===== config.mk =====
export PLATFORM = sky130hd
export DESIGN_NAME = wrap_addr_gen
export DESIGN_NICKNAME = d
export VERILOG_FILES = /design/src/rtl/wag_pkg.sv /design/src/rtl/wag_window_dec.sv /design/src/rtl/wag_addr_core.sv /design/src/rtl/wrap_addr_gen.sv
export SDC_FILE = /design/constraint.sdc
export NUM_CORES = 1
export LEC_CHECK = 0
export BUFFER_PORTS_ARGS = -buffer_cell sky130_fd_sc_hd__buf_2
export CAP_MARGIN = 20
export CORE_ASPECT_RATIO = 1.75
export CORE_MARGIN = 1.5
export CORE_UTILIZATION = 48
export DETAILED_ROUTE_END_ITERATION = 12
export GPL_TIMING_DRIVEN = 1
export HOLD_SLACK_MARGIN = 0.08
export MAX_ROUTING_LAYER = met4
export PLACE_DENSITY = 0.68
export SLEW_MARGIN = 15
export SYNTH_ARGS = -nofsm -noshare
export SYNTH_HDL_FRONTEND = slang
export SYNTH_SLANG_ARGS = --single-unit

===== constraint.sdc =====
create_clock -name clk -period 4.2 [get_ports clk]
set_clock_uncertainty 0.1 [all_clocks]
set_input_delay 0.63 -clock clk [delete_from_list [all_inputs] [get_ports clk]]
set_output_delay 0.63 -clock clk [all_outputs]
set_load 0.02 [all_outputs]

===== src/rtl/wag_pkg.sv =====
package wag_pkg;
    localparam int CODE_W = 3;
    localparam int NUM_CODES = 1 << CODE_W;

    typedef enum logic {
        SIDE_MEM = 1'b0,
        SIDE_PER = 1'b1
    } side_e;
endpackage


===== src/rtl/wag_window_dec.sv =====
module wag_window_dec
    import wag_pkg::*;
#(
    parameter int MEM_LOG2 = 5,
    parameter int PER_LOG2 = 0,
    parameter int WIN_W    = 12
) (
    input  logic [CODE_W-1:0] code_i,
    input  logic              side_i,
    output logic [WIN_W-1:0]  win_o
);
    logic [WIN_W-1:0] mem_tbl [NUM_CODES];
    logic [WIN_W-1:0] per_tbl [NUM_CODES];

    for (genvar g = 0; g < NUM_CODES; g++) begin : g_tbl
        if (g == 0) begin : g_lin
            assign mem_tbl[g] = '0;
            assign per_tbl[g] = '0;
        end else begin : g_win
            assign mem_tbl[g] = WIN_W'(1) << (MEM_LOG2 + g - 1);
            assign per_tbl[g] = WIN_W'(1) << (PER_LOG2 + g - 1);
        end
    end

    always_comb begin
        if (side_e'(side_i) == SIDE_PER) win_o = per_tbl[code_i];
        else                             win_o = mem_tbl[code_i];
    end

    // every window is zero or a single power of two
    always_comb begin
        assert_win_pow2_R5: assert ($onehot0(win_o));
    end
    // code 0 selects the linear mode
    always_comb begin
        assert_code0_linear_R4: assert (code_i != '0 || win_o == '0);
    end
endmodule


===== src/rtl/wag_addr_core.sv =====
module wag_addr_core #(
    parameter int ADDR_W     = 32,
    parameter int WORD_BYTES = 4,
    parameter int WIN_W      = 12
) (
    input  logic              clk,
    input  logic              rst_n,
    input  logic [ADDR_W-1:0] base_i,
    input  logic [WIN_W-1:0]  win_i,
    input  logic              load_i,
    input  logic              adv_i,
    output logic [ADDR_W-1:0] addr_o
);
    typedef struct packed {
        logic [ADDR_W-1:0] addr;
        logic [ADDR_W-1:0] base;
        logic [WIN_W-1:0]  win;
        logic [WIN_W-1:0]  cnt;
    } st_t;

    localparam logic [ADDR_W-1:0] STEP = ADDR_W'(WORD_BYTES);

    st_t st_q, st_d;
    logic last_word;
    logic linear;

    assign linear    = (st_q.win == '0);
    assign last_word = !linear && (st_q.cnt == st_q.win - WIN_W'(1));

    always_comb begin
        st_d = st_q;
        if (load_i) begin
            st_d.addr = base_i;
            st_d.base = base_i;
            st_d.win  = win_i;
            st_d.cnt  = '0;
        end else if (adv_i) begin
            if (last_word) begin
                st_d.addr = st_q.base;
                st_d.cnt  = '0;
            end else begin
                st_d.addr = st_q.addr + STEP;
                if (!linear) st_d.cnt = st_q.cnt + WIN_W'(1);
            end
        end
    end

    always_ff @(posedge clk or negedge rst_n) begin
        if (!rst_n) st_q <= '0;
        else        st_q <= st_d;
    end

    assign addr_o = st_q.addr;

    assert_load_base_R2: assert property (@(posedge clk) disable iff (!rst_n)
        load_i |=> addr_o == $past(base_i));
    assert_load_wins_R3: assert property (@(posedge clk) disable iff (!rst_n)
        (load_i && adv_i) |=> st_q.cnt == '0);
    assert_linear_step_R4: assert property (@(posedge clk) disable iff (!rst_n)
        (adv_i && !load_i && linear) |=> addr_o == $past(addr_o) + STEP);
    assert_cnt_in_window_R7: assert property (@(posedge clk) disable iff (!rst_n)
        !linear |-> st_q.cnt < st_q.win);
    assert_wrap_to_base_R7: assert property (@(posedge clk) disable iff (!rst_n)
        (adv_i && !load_i && last_word) |=> addr_o == st_q.base);
    assert_one_word_fixed_R8: assert property (@(posedge clk) disable iff (!rst_n)
        (st_q.win == WIN_W'(1) && !load_i) |=> $stable(addr_o));
    assert_idle_hold_R9: assert property (@(posedge clk) disable iff (!rst_n)
        (!load_i && !adv_i) |=> $stable(addr_o));
endmodule


===== src/rtl/wrap_addr_gen.sv =====
module wrap_addr_gen
    import wag_pkg::*;
#(
    parameter int ADDR_W     = 32,
    parameter int WORD_BYTES = 4,
    parameter int MEM_LOG2   = 5,
    parameter int PER_LOG2   = 0
) (
    input  logic              clk,
    input  logic              rst_n,
    input  logic [ADDR_W-1:0] base_i,
    input  logic [2:0]        wrap_code_i,
    input  logic              side_i,
    input  logic              load_i,
    input  logic              adv_i,
    output logic [ADDR_W-1:0] addr_o
);
    localparam int MAX_LOG2 = (MEM_LOG2 > PER_LOG2) ? MEM_LOG2 : PER_LOG2;
    localparam int WIN_W    = MAX_LOG2 + NUM_CODES - 1;

    logic [WIN_W-1:0] win;

    wag_window_dec #(
        .MEM_LOG2 (MEM_LOG2),
        .PER_LOG2 (PER_LOG2),
        .WIN_W    (WIN_W)
    ) u_dec (
        .code_i (wrap_code_i),
        .side_i (side_i),
        .win_o  (win)
    );

    wag_addr_core #(
        .ADDR_W     (ADDR_W),
        .WORD_BYTES (WORD_BYTES),
        .WIN_W      (WIN_W)
    ) u_core (
        .clk    (clk),
        .rst_n  (rst_n),
        .base_i (base_i),
        .win_i  (win),
        .load_i (load_i),
        .adv_i  (adv_i),
        .addr_o (addr_o)
    );
endmodule


==> results of run 1 <==
[metal layers]
metal,track usage (%),vias to the layer above,share of wire (%),wire [um]
met5,-,-,0,0
met1,25.18,2129,38,5186
li1,-,2098,-,-
met4,11.23,0,2.7,364
met3,3.121,28,3.0,410
met2,44.93,104,56,7733
[sequential cells by signal (all words and copies together), names as in the netlist]
name / cells
u_core.st_q: 56
u_core.addr_o: 32
[stage by stage]
| stage | cells | utilization (%) | worst slack (ns) |
|---|---|---|---|
| 3_3_place_gp | 725 | 50.75 | 1.079 |
| 3_5_place_dp | 725 | 50.75 | 0.9800 |
| 5_1_grt | 741 | 53.97 | 0.7429 |
| 4_1_cts | 741 | 53.97 | 0.9617 |
| 6_report | 741 | 53.97 | 1.001 |
| 2_1_floorplan | 575 | - | 1.644 |
[cell type report]
cell class              instances  area share [%]
repair buffers                 79           7.056
flip-flops and latches         88           36.96
multi-input cells             395           45.30
well taps                     132           2.772
clock buffers                  12           4.305
inverters                      31           1.953
clock inverters                 4           1.659
[worst max-delay path, cell delays in order (launching register included)]
cell and delay [ns]:
dfrtp_1 0.47, inv_1 0.11, ha_1 0.20, or3b_1 0.46
nor4b_2 0.30, a22oi_1 0.13, nand2_2 0.16, nand4_4 0.47
buf_4 0.40, mux2i_1 0.16, o21ai_1 0.07
[cells in the mapped netlist (all sizes together), types with 2 or more instances]
library cell,instances
nor2,21
nand2b,3
nand3,38
or3,2
nor3,17
and2,2
nor2b,4
clkbuf,24
xnor2,21
a32oi,2
o21a,7
a22oi,5
buf,37
mux2i,24
nand4,12
o32ai,6
inv,30
nand2,42
xor2,9
and3,24
o21ai,49
a2bb2oi,4
ha,3
a21oi,30
and4,5
nor4,7
a31oi,4
o311a,2
o221ai,5
o211ai,4
dfrtp,88
o31ai,2
mux2,26
[cells by family (layout without fill, tap and decap cells)]
family                   Yosys count  after routing  synth area share [%]
adder cells (fa/ha/maj)            3              3                0.6965
multiplexers                      50             50                 9.958
XOR/XNOR                          30             30                 4.875
buffers and inverters             92            126                 9.076
AO/OA/AOI/OAI                    129            129                 15.74
AND/OR/NAND/NOR                  183            183                 18.80
flip-flops                        88             88                 40.85
[worst max-delay path by stage]
| stage | from | slack, ns | endpoint | cells after the start |
|---|---|---|---|---|
| final | u_core.st_q[12]$_DFFE_PN0P_ | 1.00 | u_core.addr_o[12]$_DFFE_PN0P_ | 10 |
| after floorplan | u_core.st_q[12]$_DFFE_PN0P_ | 1.64 | u_core.addr_o[6]$_DFFE_PN0P_ | 10 |
| after global routing | u_core.st_q[12]$_DFFE_PN0P_ | 0.74 | u_core.addr_o[8]$_DFFE_PN0P_ | 10 |
| after global placement | u_core.st_q[12]$_DFFE_PN0P_ | 1.08 | u_core.addr_o[12]$_DFFE_PN0P_ | 10 |
| after detailed placement | u_core.st_q[12]$_DFFE_PN0P_ | 0.98 | u_core.addr_o[10]$_DFFE_PN0P_ | 10 |
| after CTS | u_core.st_q[12]$_DFFE_PN0P_ | 0.96 | u_core.addr_o[10]$_DFFE_PN0P_ | 10 |
[power by group through the flow]
stage,clock network (mW),logic (mW),registers (mW)
after floorplan,0,0.314,0.985
after CTS,0.969,0.390,0.998
after global routing,1.01,0.426,1.01
after detailed placement,0,0.388,1.01
final,0.950,0.385,0.998
after global placement,0,0.379,1.01
==> impl_results.md, run 1 <==
- Status: finished, final reports clean
- Critical setup path kind: reg -> reg
- CTS Hold Buffers Added: 0
- Avg Cell Area, Syn: 9.374 um^2
- Root buffer cell: clkbuf_16
- Fin crit share: 76.16%
- Initial antenna violation count: 0
- Overall die width: 83.11 um
- Slew headroom: 30.41%
- First-pass GRT wire length: 22.19 mm
- Core area: 0.01104 mm^2
- Sequential share of power: 42.8%
- Launching point of the worst reg2reg path: u_core.st_q[12]$_DFFE_PN0P_
- H-Tree Level Count: 3
- Max-cap viol count: 0
- Area growth, synth to finish: 10.54%
- EDFF count, synth: 0
- Syn nets: 618
- VDD IR max: 0.2297 mV
- Most frequent cells in the layout: 88 x dfrtp_1, 69 x buf_2, 41 x nand2_1
- DRC viols: 0
- Vias in the first global route: 4406
- Placer Congestion: 0.8907
- Starting Density: 48.83%
- CP arrival: 3.28 ns
- RSZ-0062 raised after global routing: false
- # rows: 51
- Num CTS Buffers: 9
- Worst-path maximum fanout: 26
- Io pins: 72
- Resize count post-CTS: 0
- Syn Std Cell Area: 0.005390 mm^2
- Clk_lat worst skew: 0.34 ns
- Chip height: 143.2 um
- Sequential area share after synthesis: 40.85%
- Reg-to-Reg End: u_core.addr_o[12]$_DFFE_PN0P_
- Worst slew pin tran: 1.041 ns
- Fmax: 312.6 MHz
- Logic pwr share: 16.5%
- Fin. max-slew vios: 0
- Dpl hpwl: 9.570 mm
- Share of layout cells above drive strength 1: 22.33%
- Final min period: 3.199 ns
- PD cells: 391.6 mW/mm^2
- Global route overflow: 0
- Vias per inst: 5.883
- Vias post-DR: 4359
- Startpoint types: flop
- Data required, critical path: 4.28 ns
- Final Instance Area: 0.005958 mm^2
- Setup Fix Bufs, Post-CTS: 0
- Ranking of synthesized cells by area: dfrtp_1 41%, mux2_2 5.2%, buf_4 4.7%
- Total negative setup slack: 0 ns
- Hold WC Path Type: in -> async
- IO buf count: 71
- Placed Area: 0.005603 mm^2
- Area leader, netlist: dfrtp_1
- Tot Pwr: 2.333 mW
- FF+latch count, synth: 88
- N_diodes: 0
- Endpoints failing setup: 0
- Synth top area share: 40.85%
- CTS clk-pin slew, worst paths: 0.06 ns
- Lkg Pwr: 2.711 nW
- Reg-to-reg slack, setup: 1.00 ns
- Clock sink count: 88
- Total routed wirelength: 13.70 mm
- Pre-Repair DR Iteration Count: 4
- R2r worst-path depth: 10
- Hold Slack: 0.2575 ns
- Count of unique library cells instantiated by Yosys: 62
- Clk network pwr share: 40.7%
- CTS max path bufs: 2
- Commonest non-fill, non-tap cell in the layout: dfrtp_1
- CP endpoint kind: flop
- Yosys warnings: 0
- CTS tree: built
- Area of the multi-input gates: 0.002699 mm^2
- DIE AREA: 0.01190 mm^2
- NumNets Final: 647
- Final Hold Vio Count: 0
- Largest net degree at the start of global routing: 63
- Ys flop type: dfrtp_1
- Gr usage total: 24.18%
- Register area: 0.002202 mm^2
- Detail Route Antenna Nets: 0
- Async SR Flop Fraction: 100.0%
- 1st-iter DRT viols: 255
- Cells after Synth: 575
- Int Pwr: 1.690 mW
- Layout fillers: 1011
- Switch Pwr: 642.9 uW
- Wire per inst: 18.48 um
- Sw Ratio: 27.56%
Power figures use the tool's default switching activity.
==> run 2, diff against run 1 <==
Clock period 4.2 ns to 3.3 ns, I/O delays scaled along.
==> run 2 against run 1 <==
  * Cell count grew 0.67%
  * Setup slack lost 0.66 ns
  * Clock power is essentially flat
  * Cell area shrank 0.57%
  * Combinational power grew 28%
  * Worst hold slack gained 0.034 ns
  * Utilization shrank 0.31 points
  * Global-route usage shrank 0.22 points
  * Non-clock buffer count grew 6
  * Die area is the same
==> impl_results.md, run 2 (same netlist as run 1, synthesis figures left out) <==
- Data required, critical path: 3.45 ns (was 4.28 ns)
- Slew headroom: 44.60% (was 30.41%)
- Total routed wirelength: 13.28 mm (was 13.70 mm)
- 1st-iter DRT viols: 220 (was 255)
- Total negative setup slack: 0 ns (unchanged)
- Startpoint types: flop (unchanged)
- Logic pwr share: 18.1% (was 16.5%)
- Commonest non-fill, non-tap cell in the layout: dfrtp_1 (unchanged)
- Detail Route Antenna Nets: 0 (unchanged)
- Hold WC Path Type: in -> reg (was in -> async)
- Final min period: 2.959 ns (was 3.199 ns)
- # rows: 51 (unchanged)
- R2r worst-path depth: 10 (unchanged)
- Largest net degree at the start of global routing: 85 (was 63)
- Io pins: 72 (unchanged)
- Layout fillers: 1030 (was 1011)
- Clk_lat worst skew: 0.34 ns (about the same)
- Resize count post-CTS: 0 (unchanged)
- Max reg flops: 56 (unchanged)
- Wire per inst: 17.80 um (was 18.48 um)
- H-Tree Level Count: 3 (unchanged)
- Vias post-DR: 4436 (was 4359)
- Final Instance Area: 0.005924 mm^2 (was 0.005958 mm^2)
- Hold Slack: 0.2919 ns (was 0.2575 ns)
- Placed Area: 0.005640 mm^2 (was 0.005603 mm^2)
- CP endpoint: u_core.addr_o[16]$_DFFE_PN0P_ (was u_core.addr_o[12]$_DFFE_PN0P_)
- NumNets Final: 653 (was 647)
- Fmax: 338.0 MHz (was 312.6 MHz)
- Fin. max-slew vios: 0 (unchanged)
- Clock sink count: 88 (unchanged)
- Vias in the first global route: 4425 (was 4406)
- Critical setup path kind: reg -> reg (unchanged)
- CTS max path bufs: 2 (unchanged)
- Sw Ratio: 29.37% (was 27.56%)
- Endpoints failing setup: 0 (unchanged)
- Max-cap viol count: 0 (unchanged)
- Share of layout cells above drive strength 1: 22.80% (was 22.33%)
- IO buf count: 71 (unchanged)
- Worst slew pin tran: 0.8310 ns (was 1.041 ns)
- Switch Pwr: 795.9 uW (was 642.9 uW)
- Overall die width: 83.11 um (unchanged)
- CTS Hold Buffers Added: 1 (was 0)
- Root buffer cell: clkbuf_16 (unchanged)
- Most frequent cells in the layout: 88 x dfrtp_1, 69 x buf_2, 41 x nand2_1 (unchanged)
- Final core utilization: 53.67% (was 53.97%)
- PD cells: 457.4 mW/mm^2 (was 391.6 mW/mm^2)
- Setup Fix Bufs, Post-CTS: 0 (unchanged)
- Lkg Pwr: 2.700 nW (was 2.711 nW)
- RSZ-0062 raised after global routing: false (unchanged)
- Critical Path Start: u_core.st_q[12]$_DFFE_PN0P_ (unchanged)
- Fin crit share: 89.66% (was 76.16%)
- Status: finished, final reports clean (unchanged)
- Largest reg by FF count: u_core.st_q (unchanged)
- Starting Density: 48.83% (unchanged)
- Dpl hpwl: 9.400 mm (was 9.570 mm)
- Area growth, synth to finish: 9.912% (was 10.54%)
- Reg-to-Reg End: u_core.addr_o[16]$_DFFE_PN0P_ (was u_core.addr_o[12]$_DFFE_PN0P_)
- CP arrival: 3.10 ns (was 3.28 ns)
- CTS tree: built (unchanged)
- Pre-Repair DR Iteration Count: 4 (unchanged)
- N_diodes: 0 (unchanged)
- DIE AREA: 0.01190 mm^2 (unchanged)
- Vias per inst: 5.946 (was 5.883)
- VDD IR max: 0.3067 mV (was 0.2297 mV)
- Initial antenna violation count: 0 (unchanged)
- Reg-to-reg slack, setup: 0.34 ns (was 1.00 ns)
- Core area: 0.01104 mm^2 (unchanged)
- Final Hold Vio Count: 0 (unchanged)
- Clk network pwr share: 35.0% (was 40.7%)
- DRC viols: 0 (unchanged)
- Gr usage total: 23.96% (was 24.18%)
- Chip height: 143.2 um (unchanged)
- CTS clk-pin slew, worst paths: 0.06 ns (about the same)
- CP endpoint kind: flop (unchanged)
- Sequential share of power: 46.9% (was 42.8%)
- First-pass GRT wire length: 21.91 mm (was 22.19 mm)
- Worst-path maximum fanout: 15 (was 26)
- Launching point of the worst reg2reg path: u_core.st_q[12]$_DFFE_PN0P_ (unchanged)
- Global route overflow: 0 (unchanged)
- Num CTS Buffers: 9 (unchanged)
- Placer Congestion: 0.9391 (was 0.8907)
- Int Pwr: 1.914 mW (was 1.690 mW)
[run 2: changes by cell type in the layout (fill, tap and decap cells not counted), sizes merged]
cell,before,now
bufinv,3,0
clkinv,1,3
inv,31,30
dlygate4sd3,0,1
clkinvlp,0,1
buf,79,84
[run 2: cell type report]
class                           count  area [um^2]  area share, %
Clock inverter                      3        17.52         0.2957
Multi-Input combinational cell    395         2699          45.55
Clock buffer                       12        256.5          4.329
Timing Repair Buffer               85        467.9          7.899
Sequential cell                    88         2202          37.17
Tap cell                          132        165.2          2.788
Inverter                           31        116.4          1.964
[run 2: worst min-delay path by stage]
stage,start,endpoint,cells after the start
floorplan,rst_n,u_core.addr_o[0]$_DFFE_PN0P_,0
detailed placement,u_core.st_q[54]$_DFFE_PN0P_,u_core.st_q[54]$_DFFE_PN0P_,1
global placement,u_core.st_q[35]$_DFFE_PN0P_,u_core.st_q[35]$_DFFE_PN0P_,1
global route,base_i[3],u_core.st_q[27]$_DFFE_PN0P_,2
CTS,base_i[29],u_core.addr_o[29]$_DFFE_PN0P_,3
finish,base_i[29],u_core.addr_o[29]$_DFFE_PN0P_,3
[run 2: power by group through the flow]
stage	Sequential (mW)	Clock, mW	Combinational, mW
floorplan	1.25	0	0.400
global placement	1.28	0	0.481
detailed placement	1.29	0	0.493
CTS	1.27	0.983	0.496
global route	1.28	1.03	0.543
finish	1.27	0.948	0.491
[run 2: stage by stage]
| stage | power (mW) | setup WS (ns) | cells |
|---|---|---|---|
| floorplan | 1.654 | 0.7440 | 575 |
| global placement | 1.765 | 0.4575 | 730 |
| detailed placement | 1.781 | 0.3683 | 730 |
| CTS | 2.749 | 0.3395 | 746 |
| global route | 2.861 | 0.1428 | 746 |
| finish | 2.710 | 0.3413 | 746 |
[run 2: per-layer routing]
metal	vias up	share of wire (%)	wire length, um	track usage (%)
li1	2112	-	-	-
met1	2195	40	5305	26.44
met2	106	54	7207	42.19
met3	23	2.9	384	3.815
met4	0	2.9	381	11.32
met5	-	0	0	-
[run 2: critical path, cell delays in order, from the launching register on]
cell and delay, ns:
dfrtp_1 0.46, inv_1 0.11, ha_1 0.20, or3b_1 0.46, nor2_1 0.16, a32oi_2 0.15
nor3_2 0.24, nand4_4 0.34, buf_4 0.32, a2bb2oi_1 0.16, o221ai_1 0.17
==> run 3, diff against run 2 <==
Settings changed: CAP_MARGIN 20 to 0, CORE_UTILIZATION 48 to 27, PLACE_DENSITY 0.68 to 0.43.
==> run 3 against run 2 <==
  * Die area rose by 75%
  * Flip-flop and latch count unchanged
  * Highest routed layer unchanged
  * Critical path depth unchanged
  * Critical endpoint is now u_core.st_q[4]$_DFFE_PN0P_
  * Fmax increased by 0.21%
  * Sequential power hardly changed
  * Largest power group unchanged
  * Via count down 0.38%
==> impl_results.md, run 3 (same netlist as run 1, synthesis figures left out) <==
- Status: finished, final reports clean (unchanged)
- Chip height: 189.9 um (was 143.2 um)
- Final min period: 2.953 ns (was 2.959 ns)
- Root buffer cell: clkbuf_16 (unchanged)
- Int Pwr: 1.921 mW (was 1.914 mW)
- Resize count post-CTS: 0 (unchanged)
- Layout fillers: 2073 (was 1030)
- Dpl hpwl: 11.09 mm (was 9.400 mm)
- Core area: 0.01965 mm^2 (was 0.01104 mm^2)
- CP top delay family: simple AND/OR/NAND/NOR gates (unchanged)
- First-pass GRT wire length: 25.28 mm (was 21.91 mm)
- Share of layout cells above drive strength 1: 23.23% (was 22.80%)
- DIE AREA: 0.02085 mm^2 (was 0.01190 mm^2)
- Starting Density: 27.43% (was 48.83%)
- Sequential share of power: 46.3% (was 46.9%)
- Clock sink count: 88 (unchanged)
- PD cells: 448.7 mW/mm^2 (was 457.4 mW/mm^2)
- Lkg Pwr: 2.725 nW (was 2.700 nW)
- 1st-iter DRT viols: 176 (was 220)
- Clk network pwr share: 35.3% (was 35.0%)
- Io pins: 72 (unchanged)
- Logic pwr share: 18.5% (was 18.1%)
- Vias in the first global route: 4613 (was 4425)
- Fin. max-slew vios: 0 (unchanged)
- CP arrival: 3.05 ns (was 3.10 ns)
- CTS Hold Buffers Added: 0 (was 1)
- Wire per inst: 18.06 um (was 17.80 um)
- Fin crit share: 89.47% (was 89.66%)
- Final core utilization: 31.12% (was 53.67%)
- Total routed wirelength: 15.64 mm (was 13.28 mm)
- Global route overflow: 0 (unchanged)
- Max-cap viol count: 0 (unchanged)
- Startpoint types: flop (unchanged)
- Fmax: 338.7 MHz (was 338.0 MHz)
- H-Tree Level Count: 3 (unchanged)
- Crit path cell chain: inv_1 -> ha_1 -> or3b_1 -> nor3_1 -> a41oi_1 -> nand2_2 -> and4_1 -> buf_4 -> o21a_1 -> o32ai_1 (was inv_1 -> ha_1 -> or3b_1 -> nor2_1 -> a32oi_2 -> nor3_2 -> nand4_4 -> buf_4 -> a2bb2oi_1 -> o221ai_1)
- Switch Pwr: 824.0 uW (was 795.9 uW)
- Max reg flops: 56 (unchanged)
- CP max stage cell: dfrtp_1 (unchanged)
- Largest reg by FF count: u_core.st_q (unchanged)
- CTS tree: built (unchanged)
- Vias post-DR: 4419 (was 4436)
- DRC viols: 0 (unchanged)
- CTS clk-pin slew, worst paths: 0.07 ns (was 0.06 ns)
- CP max stage delay: 0.47 ns (was 0.46 ns)
- # rows: 68 (was 51)
- Worst slew pin tran: 0.9107 ns (was 0.8310 ns)
- Detail Route Antenna Nets: 0 (unchanged)
- Placer Congestion: 0.7954 (was 0.9391)
- Slew headroom: 38.73% (was 44.60%)
- CP endpoint kind: flop (unchanged)
- CP bufs+invs: 2 (unchanged)
- Hold WC Path Type: in -> async (was in -> reg)
- Most frequent cells in the layout: 88 x dfrtp_1, 69 x buf_2, 41 x nand2_1 (unchanged)
- Final Instance Area: 0.006117 mm^2 (was 0.005924 mm^2)
- Sw Ratio: 30.02% (was 29.37%)
- Vias per inst: 5.103 (was 5.946)
- Endpoints failing setup: 0 (unchanged)
- Initial antenna violation count: 1 (was 0)
- CTS max path bufs: 2 (unchanged)
- Area growth, synth to finish: 13.49% (was 9.912%)
- Commonest non-fill, non-tap cell in the layout: dfrtp_1 (unchanged)
- RSZ-0062 raised after global routing: false (unchanged)
- Placed Area: 0.005802 mm^2 (was 0.005640 mm^2)
- Critical setup path kind: reg -> reg (unchanged)
- Setup Fix Bufs, Post-CTS: 0 (unchanged)
- Worst-path maximum fanout: 8 (was 15)
- Pre-Repair DR Iteration Count: 4 (unchanged)
- Largest net degree at the start of global routing: 54 (was 85)
- Total negative setup slack: 0 ns (unchanged)
- VDD IR max: 0.2171 mV (was 0.3067 mV)
- Gr usage total: 16.40% (was 23.96%)
- Num CTS Buffers: 9 (unchanged)
- IO buf count: 71 (unchanged)
- Data required, critical path: 3.40 ns (was 3.45 ns)
- Clk_lat worst skew: 0.35 ns (was 0.34 ns)
- NumNets Final: 659 (was 653)
- Final Hold Vio Count: 0 (unchanged)
- Overall die width: 109.8 um (was 83.11 um)
## run 3: changes by cell type in the layout (fill, tap and decap cells not counted)
cell,delta
buf_12,+1
buf_4,+6
clkbuf_1,+3
clkinv_2,-2
clkinvlp_4,-1
diode_2,+1
dlygate4sd3_1,-1
## run 3: per-layer routing
metal | GRT usage, % | up-vias | share of wire, %
met5 | - | - | 0
met4 | 8.292 | 0 | 3.3
li1 | - | 2119 | -
met1 | 17.96 | 2182 | 40
met2 | 28.52 | 87 | 55
met3 | 2.090 | 31 | 1.6
## run 3: per-stage QoR
step                hold WS, ns  setup WS, ns  total power, mW  instances
finish                  0.08469        0.3474            2.745        866
floorplan               0.09941        0.7440            1.654        575
CTS                      0.1002        0.2434            2.793        859
global placement         0.3906        0.3652            1.795        844
detailed placement       0.3952        0.2690            1.803        844
global route             0.1265        0.1134            2.891        866
## run 3: cell type report
type	count	area, um^2	area share [%]
Clock buffer	15	267.8	4.377
Sequential cell	88	2202	36.00
Antenna cell	1	2.502	0.04091
Multi-Input combinational cell	395	2699	44.12
Timing Repair Buffer	91	523.0	8.550
Inverter	31	116.4	1.902
Tap cell	245	306.5	5.011
## run 3: worst register-to-register path, cell delays in order (launching register included)
cell	delay [ns]
dfrtp_1	0.47
inv_1	0.10
ha_1	0.20
or3b_1	0.45
nor3_1	0.26
a41oi_1	0.19
nand2_2	0.17
and4_1	0.47
buf_4	0.22
o21a_1	0.11
o32ai_1	0.07
## run 3: worst paths after layout
kind | from | slack, ns | cells past startpoint | end
setup / recovery | u_core.st_q[12]$_DFFE_PN0P_ | 0.35 | 10 | u_core.st_q[4]$_DFFE_PN0P_
hold / removal | rst_n | 0.08 | 1 | u_core.addr_o[12]$_DFFE_PN0P_
setup reg to reg | u_core.st_q[12]$_DFFE_PN0P_ | 0.35 | 10 | u_core.st_q[4]$_DFFE_PN0P_
hold reg to reg | u_core.st_q[35]$_DFFE_PN0P_ | 0.41 | 1 | u_core.st_q[35]$_DFFE_PN0P_
max in group asynchronous | rst_n | 2.33 | 2 | u_core.st_q[54]$_DFFE_PN0P_
min in group clk | base_i[13] | 0.28 | 3 | u_core.st_q[37]$_DFFE_PN0P_
## run 3: power by group through the flow
stage	sequential (mW)	combinational (mW)	clock (mW)
floorplan	1.25	0.400	0
global placement	1.29	0.506	0
detailed placement	1.29	0.513	0
CTS	1.27	0.516	1.01
global route	1.29	0.561	1.04
finish	1.27	0.507	0.968
